--- src/rtl/btb_predictor.sv ---
module btb_predictor #(
  parameter int PC_W  = 32,
  parameter int IDX_W = 4
) (
  input  logic            clk,
  input  logic            rst_n,
  input  logic [PC_W-1:0] fetch_pc,
  output logic            pred_hit,
  output logic            pred_taken,
  output logic [PC_W-1:0] pred_next_pc,
  input  logic            upd_valid,
  input  logic [PC_W-1:0] upd_pc,
  input  logic            upd_taken,
  input  logic [PC_W-1:0] upd_target
);
  localparam int DEPTH  = 1 << IDX_W;
  localparam int TAG_LO = IDX_W + 2;
  localparam int TAG_W  = PC_W - TAG_LO;
  localparam logic [1:0] WEAK_T = 2'b10;

  logic [DEPTH-1:0] vld;
  logic [TAG_W-1:0] tag_q [DEPTH];
  logic [PC_W-1:0]  tgt_q [DEPTH];
  logic [1:0]       ctr_q [DEPTH];

  logic [IDX_W-1:0] f_idx, u_idx;
  logic [TAG_W-1:0] f_tag, u_tag;
  logic             u_hit, u_write;
  logic [1:0]       u_ctr_next;

  assign f_idx = fetch_pc[TAG_LO-1:2];
  assign f_tag = fetch_pc[PC_W-1:TAG_LO];
  assign u_idx = upd_pc[TAG_LO-1:2];
  assign u_tag = upd_pc[PC_W-1:TAG_LO];

  assign pred_hit     = vld[f_idx] && (tag_q[f_idx] == f_tag);
  assign pred_taken   = pred_hit && ctr_q[f_idx][1];
  assign pred_next_pc = pred_taken ? tgt_q[f_idx] : fetch_pc + PC_W'(4);

  assign u_hit   = vld[u_idx] && (tag_q[u_idx] == u_tag);
  assign u_write = upd_valid && (u_hit || upd_taken);

  always_comb begin
    u_ctr_next = ctr_q[u_idx];
    if (!u_hit)
      u_ctr_next = WEAK_T;
    else if (upd_taken && ctr_q[u_idx] != 2'b11)
      u_ctr_next = ctr_q[u_idx] + 2'd1;
    else if (!upd_taken && ctr_q[u_idx] != 2'b00)
      u_ctr_next = ctr_q[u_idx] - 2'd1;
  end

  always_ff @(posedge clk or negedge rst_n) begin
    if (!rst_n)
      vld <= '0;
    else if (u_write)
      vld[u_idx] <= 1'b1;
  end

  always_ff @(posedge clk) begin
    if (u_write) begin
      tag_q[u_idx] <= u_tag;
      ctr_q[u_idx] <= u_ctr_next;
      if (upd_taken)
        tgt_q[u_idx] <= upd_target;
    end
  end
endmodule


--- config.mk ---
export PLATFORM = sky130hd
export DESIGN_NAME = btb_predictor
export DESIGN_NICKNAME = d
export VERILOG_FILES = /design/src/rtl/btb_predictor.sv
export SDC_FILE = /design/constraint.sdc
export NUM_CORES = 1
export LEC_CHECK = 0
export BUFFER_PORTS_ARGS = -buffer_cell sky130_fd_sc_hd__buf_2
export CAP_MARGIN = 20
export CORE_ASPECT_RATIO = 0.8
export CORE_MARGIN = 2
export CORE_UTILIZATION = 60
export CTS_CLUSTER_DIAMETER = 50
export DETAILED_ROUTE_END_ITERATION = 6
export PLACE_DENSITY = 0.74
export SETUP_SLACK_MARGIN = 0.15
export SLEW_MARGIN = 25
export SYNTH_ARGS = -nofsm -noshare
export SYNTH_HDL_FRONTEND = slang
export SYNTH_SLANG_ARGS = --single-unit
--- constraint.sdc ---
create_clock -name clk -period 5.25 [get_ports clk]
set_input_delay 0.525 -clock clk [delete_from_list [all_inputs] [get_ports clk]]
set_output_delay 0.525 -clock clk [all_outputs]
set_load 0.005 [all_outputs]
# After elaboration in Yosys (flattened, before gate mapping)
# Memories as Yosys holds them, arrays and structs flattened.
# Cells that the tools add are included.
[word_totals]
reg_bits = 16
mem_bits_rw = 960
inputBits = 100
out_inout_bits = 34
word_cells = 39
mem_count = 3
[classes]
n_addsub = 3
magnitude_cmp = 3
n_eq_ne = 3
n_mux = 15
n_bitwise = 1
reduce_logical = 10
[memory_table]
columns = ["name", "depth", "word_bits", "rd", "rd_clocked_by_memory_dff", "wr", "line", "source"]
rows = [
  ["tgt_q", 16, 32, 1, 0, 1, "23", "logic [PC_W-1:0] tgt_q [DEPTH];"],
  ["tag_q", 16, 26, 2, 0, 1, "22", "logic [TAG_W-1:0] tag_q [DEPTH];"],
  ["ctr_q", 16, 2, 2, 0, 1, "24", "logic [1:0] ctr_q [DEPTH];"],
]
[ops]
columns = ["operator", "count"]
rows = [
  ["$eq A26 B26 Y1", 2],
  ["$add A32 B3 Y32 const B", 1],
  ["$mux W32", 1],
  ["$or A16 B16 Y16", 1],
  ["$lt A4 B5 Y1 const B", 2],
  ["$bmux W1 S4", 2],
  ["$mux W1", 8],
  ["$logic_and A1 B1 Y1", 7],
  ["$mux W2", 3],
  ["$demux W1 S4", 1],
  ["$ge A4 B1 Y1 const B", 1],
  ["$add A2 B1 Y2 const B", 1],
  ["$ne A2 B2 Y1 const B", 1],
  ["$reduce_bool A2 Y1", 1],
  ["$sub A2 B1 Y2 const B", 1],
  ["$logic_not A1 Y1", 1],
  ["$logic_or A1 B1 Y1", 1],
]

# Logic depth before layout (Yosys ltp)
# Gate-level depths: netlist of run 1.
[depth]
depth_word = 7
ltp_mapped = 14
depth_no_buf = 9

# Least setup slack after synthesis of run 1
# OpenSTA, ideal clock, no wires.
[synth_path]
kind = "input to register"
startpoint = "input upd_pc[3]"
endpoint = "memory ctr_q[10][0], enable pin"
setup_time_ns = 0.448
t_arrival_ns = 4.713
t_required_ns = 4.802
setup_slack_ns = 0.089
stages = 12
n_path_buf = 4
cell_sequence = "buf_6 -> buf_4 -> buf_2 -> mux4_2 -> inv_1 -> o211ai_1 -> a2111oi_0 -> a31oi_1 -> a211oi_4 -> a31oi_4 -> buf_6 -> nor3_1"
[synth_via]
elab_chain_cells = 7
elab_cells_between_ends = 9
classes_between = "eq/ne (1); mux (4); reduce/logical (3); memory (1)"
[synth_rtl]
columns = ["item", "line", "source"]
rows = [
  ["start: declaration", "12", "input logic [PC_W-1:0] upd_pc,"],
  ["$mem_v2 Z16 W26 / $bmux W1 S4 (equally long branches)", "n/a", ""],
  ["$eq A26 B26 Y1 / $mux W1 (equally long branches)", "40", "assign u_hit = vld[u_idx] && (tag_q[u_idx] == u_tag);"],
  ["$logic_and A1 B1 Y1", "40", ""],
  ["$logic_or A1 B1 Y1", "41", "assign u_write = upd_valid && (u_hit || upd_taken);"],
  ["$logic_and A1 B1 Y1", "41", ""],
  ["$mux W1", "61", "if (u_write) begin"],
  ["$mux W1 (not written as such)", "63", "ctr_q[u_idx] <= u_ctr_next;"],
  ["end: declaration", "24", ""],
]
# Parallel ways exist; a longest one is shown, timed or not. The select of a mux whose other input is x is not followed.

# Final worst setup path of run 1
[layout_path]
startpoint = "input fetch_pc[4]"
endpoint = "output pred_next_pc[31]"
[layout_via]
elab_chain_cells = 5
elab_cells_between_ends = 10
classes_between = "add/sub (1); eq/ne (1); mux (3); reduce/logical (2); memory (3)"
[layout_rtl]
columns = ["item", "line", "source"]
rows = [
  ["start: declaration", "7", "input logic [PC_W-1:0] fetch_pc,"],
  ["$mem_v2 Z16 W26 / $bmux W1 S4 (equally long branches)", "n/a", ""],
  ["$eq A26 B26 Y1 / $mux W1 (equally long branches)", "36", "assign pred_hit = vld[f_idx] && (tag_q[f_idx] == f_tag);"],
  ["$logic_and A1 B1 Y1", "36", ""],
  ["$logic_and A1 B1 Y1", "37", "assign pred_taken = pred_hit && ctr_q[f_idx][1];"],
  ["$mux W32 (*)", "38", "assign pred_next_pc = pred_taken ? tgt_q[f_idx] : fetch_pc + PC_W'(4);"],
  ["end: declaration", "10", "output logic [PC_W-1:0] pred_next_pc,"],
]
# Every way passes the cells marked *; elsewhere a longest branch is shown, timed or not. The select of a mux whose other input is x is not followed.

==> metrics, run 1 <==
most frequent cells in the layout edfxtp_1, mux4_2, buf_2, mux2i_1, clkbuf_16; Final Slew Violations 0; reg2reg path depth 8; Mapped Cells 2148; CP Launch Point fetch_pc[4]; # clock sinks 976; WS Path Type primary input to output pin; GR Overflow Total 0; EDFF count, synth 960; min cycle time layout 4.79 ns; Core Box Area 71800 um^2; total die area 74500 um^2; DIE WIDTH 305 um; io pins 134; total via count in the routed design 24200; sequential cell area 29200 um^2; register area share after synthesis 0.674; hold-critical path endpoint tgt_q[2][0]$_DFFE_PP_; CTS buffer count 96; status completed; Final Hold Viols 0; most common cell after layout, fill and taps aside edfxtp_1; area grow syn2layout 13.0%; Top Usage Layer GRT met1; final worst-path setup slack 0.462 ns; synth unique cells 86; Leakage 16.1 nW; DR DRC count 0; Multi-input gate area 13400 um^2; Cell Pwr Density 347 nW/um^2; H-tree levels 3; TritonRoute pass-1 iters 6; count of input and output buffers 131; # fillers 4443; reg2reg start tag_q[0][23]$_DFFE_PP_; Slew @ Worst Pin 1.05 ns; hold_ws 0.227 ns; Clock Skew 0.0316 ns; Setup crit end kind output pin; capture point of the worst reg-to-reg path tag_q[6][18]$_DFFE_PP_; flop-to-flop setup slack 1.30 ns; setup tns final 0 ns; CP Max Fanout 65; # setup viols final 0; post-DP HPWL 73600 um; all-layer global routing usage 0.324; CP delay by family, top simple AND/OR/NAND/NOR gates; clock slew at reported path FFs 0.07 ns; Slowest cell on crit path buf_6; starting density of the core 0.604; CP Cell Sequence buf_6 > buf_4 > nand2_1 > nor2_1 > nand3_1 > or3_1 > nor3_1 > nand3_1 > xnor2_1 > mux2_2 > buf_2; complex-gate fraction of the synthesized area 0.0219; Hold Startpoint upd_target[0]; grt met2 use 0.478; count of standard-cell rows 88; vias in the first global route 23900; stages on the worst setup path 11; Synth Area in Adders 0.000865; CP dominant cell by count nand3_1; met1 Use GR 0.483; fraction of layout cells with a size suffix above 1 0.350; largest net degree at the start of global routing 104; Avg Cell Area, Syn 20.2 um^2; chip height 245 um; syn nets 2251; RSZ-0062 raised after global routing false; max-cap violations 0; max incr delay on CP 0.57 ns; Slew headroom 0.290; yosys warns 0; deepest clock path buffer count 3; hold depth 1; clock root buffer clkbuf_16; overall power 17.0 mW; Gates resized, CTS repair 0; buffers and inverters on the worst path 3; Layout Nets 2455; antenna violations before repair 15; DR WL/cell 35.2 um; Async SR Flop Fraction 0.0164; min-delay worst type primary input to register; crit path DAT 4.26 ns; synthesized area 43400 um^2; number of synthesized register bits 976; CP required 4.72 ns; Final Cycle Share 0.912; Fmax 209 MHz; Max IR drop VDD 346 uV; Vias/cell 7.15; first-pass GRT wire length 171000 um; Skew-Pair Late Insertion Delay 0.68 ns; CTS tree done; mux contribution to synthesized area 0.231; post-route ant nets 0; initial drt markers 4072; Setup WS pre-CTS 0.333 ns; ys flop type edfxtp_1; RD Place Congestion 1.01; Global Route met3 Usage 0.0890; Routed WL 119000 um; xor and xnor fraction of the mapped netlist area 0.0210; largest family of logic cells by synthesized area multiplexers; Simple-Gate Fraction of Synth Area 0.0312; crit start category primary input
worst register-to-register path: cells and delay by family, from the launching register on:
family | cells | cell delay [ns]
mux | 1 | 0.47
compound gates | 4 | 1.20
simple gates | 2 | 1.18
flops | 1 | 0.41
buf+inv | 1 | 0.37
power by group:
| part | internal, mW | leakage, nW | switching [mW] |
|---|---|---|---|
| combinational | 0.589 | 5.77 | 0.800 |
| sequential | 8.67 | 8.84 | 0.0502 |
| clock | 3.92 | 1.51 | 2.97 |
| total | 13.2 | 16.1 | 3.82 |
through the flow:
step / cells / util / cell area (um^2)
finish: 3379 / 0.683 / 49000
global route: 3377 / 0.683 / 49000
CTS: 3373 / 0.683 / 49000
detailed placement: 3198 / 0.639 / 45800
global placement: 3198 / 0.639 / 45800
floorplan: 2148 / - / 43400
synth_stat cells (4+ instances only):
cell	count	area (um^2)
nand3b_1	8	60.1
a221oi_1	8	70.1
nand2b_1	7	43.8
nand4_1	17	106
o22ai_1	11	68.8
a22oi_1	12	90.1
nor4_1	8	50.1
xnor2_1	67	587
mux2_2	18	203
nor2b_1	11	68.8
a21oi_1	12	60.1
nand2_1	41	154
and2_1	7	43.8
buf_4	19	143
nor2_1	51	191
mux4_2	366	8240
o2111ai_1	4	35.0
o31ai_1	4	30.0
mux2i_1	113	1130
mux2_4	29	435
buf_1	9	33.8
edfxtp_1	960	28800
o211ai_1	5	37.5
buf_2	48	240
o21ai_0	15	75.1
nand3_1	27	135
xor2_1	37	324
and3_1	10	62.6
clkbuf_1	43	161
or2_2	12	75.1
a31oi_1	4	25.0
nor3_1	26	130
buf_6	13	146
dfrtp_1	16	400
inv_1	28	105
final cells by class:
| cell class | count | share of cell area |
|---|---|---|
| Timing Repair Buffer | 241 | 0.0387 |
| Sequential cell | 976 | 0.596 |
| Clock inverter | 56 | 0.0134 |
| Clock buffer | 118 | 0.0509 |
| Multi-Input combinational cell | 1007 | 0.274 |
| Antenna cell | 6 | 0.000306 |
| Inverter | 30 | 0.00230 |
| Tap cell | 945 | 0.0241 |
kinds of logic after synthesis:
| kind of cell | Yosys count |
|---|---|
| AO/OA/AOI/OAI | 124 |
| XOR/XNOR | 104 |
| adder cells (fa/ha/maj) | 3 |
| buffers and inverters | 165 |
| flip-flops | 976 |
| multiplexers | 526 |
| AND/OR/NAND/NOR | 250 |
timing repair:
item | CTS | global route
hold buffers | 1 | 0
setup buffers | 0 | 0
endpoints found under the hold margin | 16 | 0
layer usage:
layer  vias to the layer above  routed length [um]
li1                       9463                   -
met1                     12600               45300
met2                      1842               53800
met3                       257               16200
met4                        16                3490
met5                         -                 103
flip-flops by register name, summed over array words and instances, names as in the netlist:
register,count
tgt_q,512
tag_q,416
vld,16
ctr_q,32
worst max path at each step:
stage | slack (ns) | to
after global placement | 0.41 | tag_q[6][18]$_DFFE_PP_
after CTS | 0.61 | pred_next_pc[30]
after detailed placement | 0.33 | tag_q[6][18]$_DFFE_PP_
after global routing | 0.40 | pred_next_pc[30]
final | 0.46 | pred_next_pc[31]
after floorplan | 0.09 | ctr_q[10][0]$_DFFE_PP_
No activity file was read; power rests on OpenSTA's default activity.
==> inputs of run 2 (changes only) <==
--- a/config.mk
+++ b/config.mk
@@ -12,7 +12,7 @@
 export CORE_UTILIZATION = 60
 export CTS_CLUSTER_DIAMETER = 50
 export DETAILED_ROUTE_END_ITERATION = 6
-export PLACE_DENSITY = 0.74
+export PLACE_DENSITY = 0.82
 export SETUP_SLACK_MARGIN = 0.15
 export SLEW_MARGIN = 25
 export SYNTH_ARGS = -nofsm -noshare
==> metrics, run 2 (synthesis results as in run 1) <==
TritonRoute pass-1 iters 7 (+1); CTS buffer count 99 (+3.1%); hold_ws 0.234 ns (+0.00691 ns); max incr delay on CP 0.60 ns (+0.03 ns); Cell Pwr Density 351 nW/um^2 (+1.3%); count of input and output buffers 131 (unchanged); Final Cycle Share 0.951 (+0.0393); CP delay by family, top compound AO/OA/AOI/OAI gates; clock slew at reported path FFs 0.06 ns (about the same); io pins 134 (unchanged); post-route ant nets 0 (unchanged); antenna violations before repair 18 (+3); count of standard-cell rows 88 (unchanged); DR DRC count 1 (+1); Layout Nets 2446 (-0.37%); DIE WIDTH 305 um (unchanged); violated checks design-rule violations; buffers and inverters on the worst path 2 (-1); reg2reg path depth 9 (+1); initial drt markers 4310 (+5.8%); Max IR drop VDD 254 uV (-27%); crit start category register; Vias/cell 7.36 (+2.9%); most frequent cells in the layout edfxtp_1, mux4_2, buf_2, mux2i_1, clkbuf_16; Clock power frac 0.410 (+0.005); CP Max Fanout 32 (-51%); Setup crit end kind output pin; Slew headroom 0.367 (+0.0761); # setup viols final 0 (unchanged); P_sw 3.98 mW (+4.1%); Slowest cell on crit path xnor2_1; hold depth 1 (unchanged); Fmax 200 MHz (-4.1%); CP Cell Sequence mux4_2 > xnor2_1 > o2111ai_1 > a2111oi_2 > nand4_1 > a21oi_2 > nand4_4 > buf_12 > mux2_2 > buf_2; min cycle time layout 4.99 ns (+0.206 ns); crit path DAT 4.47 ns (+0.21 ns); GR Overflow Total 0 (unchanged); clock root buffer clkbuf_16; area grow syn2layout 12.8%; Internal 13.2 mW (+0.30%); largest net degree at the start of global routing 72 (-31%); starting density of the core 0.604 (unchanged); stages on the worst setup path 10 (-1); RD Place Congestion 0.951 (-5.6%); fraction of layout cells with a size suffix above 1 0.350 (about the same); Skew-Pair Late Insertion Delay 0.67 ns (about the same); setup tns final 0 ns (unchanged); # clock sinks 976 (unchanged); Clock Skew 0.0253 ns (-0.00627 ns); Core Box Area 71800 um^2 (unchanged); WS Path Type register to output pin; non-filler instance count after layout 3383 (+0.12%); Setup Buffers After CTS 0 (unchanged); max-cap violations 0 (unchanged); Comb power frac 0.082 (about the same); H-tree levels 3 (unchanged); first-pass GRT wire length 179000 um (+4.7%); Leakage 16.1 nW (-0.11%); sequential power share 0.508 (-0.005); min-delay worst type primary input to register; DR WL/cell 37.3 um (+6.0%); biggest regs tgt_q: 512 flops, tag_q: 416 flops, ctr_q: 32 flops; fin util 0.682 (-0.00115); Slew @ Worst Pin 0.949 ns (-0.102 ns); most common cell after layout, fill and taps aside edfxtp_1; all-layer global routing usage 0.341 (+0.0170); total die area 74500 um^2 (unchanged); Sw Share 0.231 (+0.00650); CP required 4.72 ns (about the same); Final Slew Violations 0 (unchanged); largest reg by FF count tgt_q; status finished with violations; RSZ-0062 raised after global routing false; Final Hold Viols 0 (unchanged); max reg flops 512 (unchanged); vias in the first global route 24800 (+3.8%); # placed instances 3185 (-0.41%); deepest clock path buffer count 3 (unchanged); post-DP HPWL 73600 um (about the same); chip height 245 um (unchanged); CTS tree done; total via count in the routed design 24900 (+3.1%); Routed WL 126000 um (+6.1%)
[run 2: cell types whose count changed in the layout (fill, tap and decap cells not counted), moves of 2 or more]
cell	previous run	this run
buf_12	30	22
buf_4	82	77
bufinv_16	10	8
clkbuf_1	21	17
clkbuf_16	96	101
clkinv_1	15	20
clkinv_16	2	0
clkinv_2	9	17
clkinv_4	3	5
clkinv_8	0	2
diode_2	6	9
inv_6	8	6
inv_8	1	3
[run 2: path summary, 6_finish.rpt]
| kind | from | to | slack (ns) |
|---|---|---|---|
| min | upd_target[26] | tgt_q[2][26]$_DFFE_PP_ | 0.23 |
| max | tag_q[12][16]$_DFFE_PP_ | pred_next_pc[31] | 0.26 |
| max in group asynchronous | rst_n | vld[10]$_DFFE_PN0P_ | 4.51 |
| min in group asynchronous | rst_n | vld[12]$_DFFE_PN0P_ | 0.45 |
| max reg2reg | tag_q[10][15]$_DFFE_PP_ | tag_q[10][20]$_DFFE_PP_ | 1.18 |
| min reg2reg | vld[11]$_DFFE_PN0P_ | vld[11]$_DFFE_PN0P_ | 0.50 |
[run 2: area by class of cell]
cell class                 instances  area (um^2)
clock buffer                     118         2590
inverter                          30          115
multi-input combinational       1007        13400
fill                            4308        22900
antenna                            9         22.5
sequential                       976        29200
timing repair buffer             229         1730
tap                              945         1180
clock inverter                    69          639
[run 2: repair_timing]
action	in CTS	in global routing
resized for setup	0	0
hold buffers	1	0
hold endpoints to repair	16	0
[run 2: worst register-to-register path, cell delays in order, from the launching register on]
cell	delay [ns]
edfxtp_1	0.41
mux4_2	0.49
mux2i_1	0.42
nor2_1	0.10
a21oi_1	0.19
or4b_2	0.67
a211oi_4	0.35
a31oi_4	0.31
nor3_2	0.33
buf_4	0.43
[run 2: per-stage QoR]
stage / worst slack (ns) / cell area [um^2] / total power [mW]
after floorplan: 0.0887 / 43400 / 9.71
after global placement: 0.545 / 45600 / 10.2
after detailed placement: 0.525 / 45600 / 10.2
after CTS: 0.521 / 48900 / 17.2
after global routing: 0.327 / 48900 / 17.5
final: 0.256 / 48900 / 17.2
[run 2: metal layers]
metal | global-route usage | routed length (um)
met1 | 0.463 | 43600
met2 | 0.509 | 58200
met3 | 0.120 | 18700
met4 | 0.140 | 5430
met5 | 0.00452 | 156
[run 2: power groups by stage]
stage	clock, mW	combinational (mW)	sequential [mW]
3_5_place_dp	0	1.35	8.88
4_1_cts	7.07	1.37	8.72
3_3_place_gp	0	1.32	8.87
5_1_grt	7.35	1.46	8.73
6_report	7.05	1.41	8.73
2_1_floorplan	0	0.851	8.86
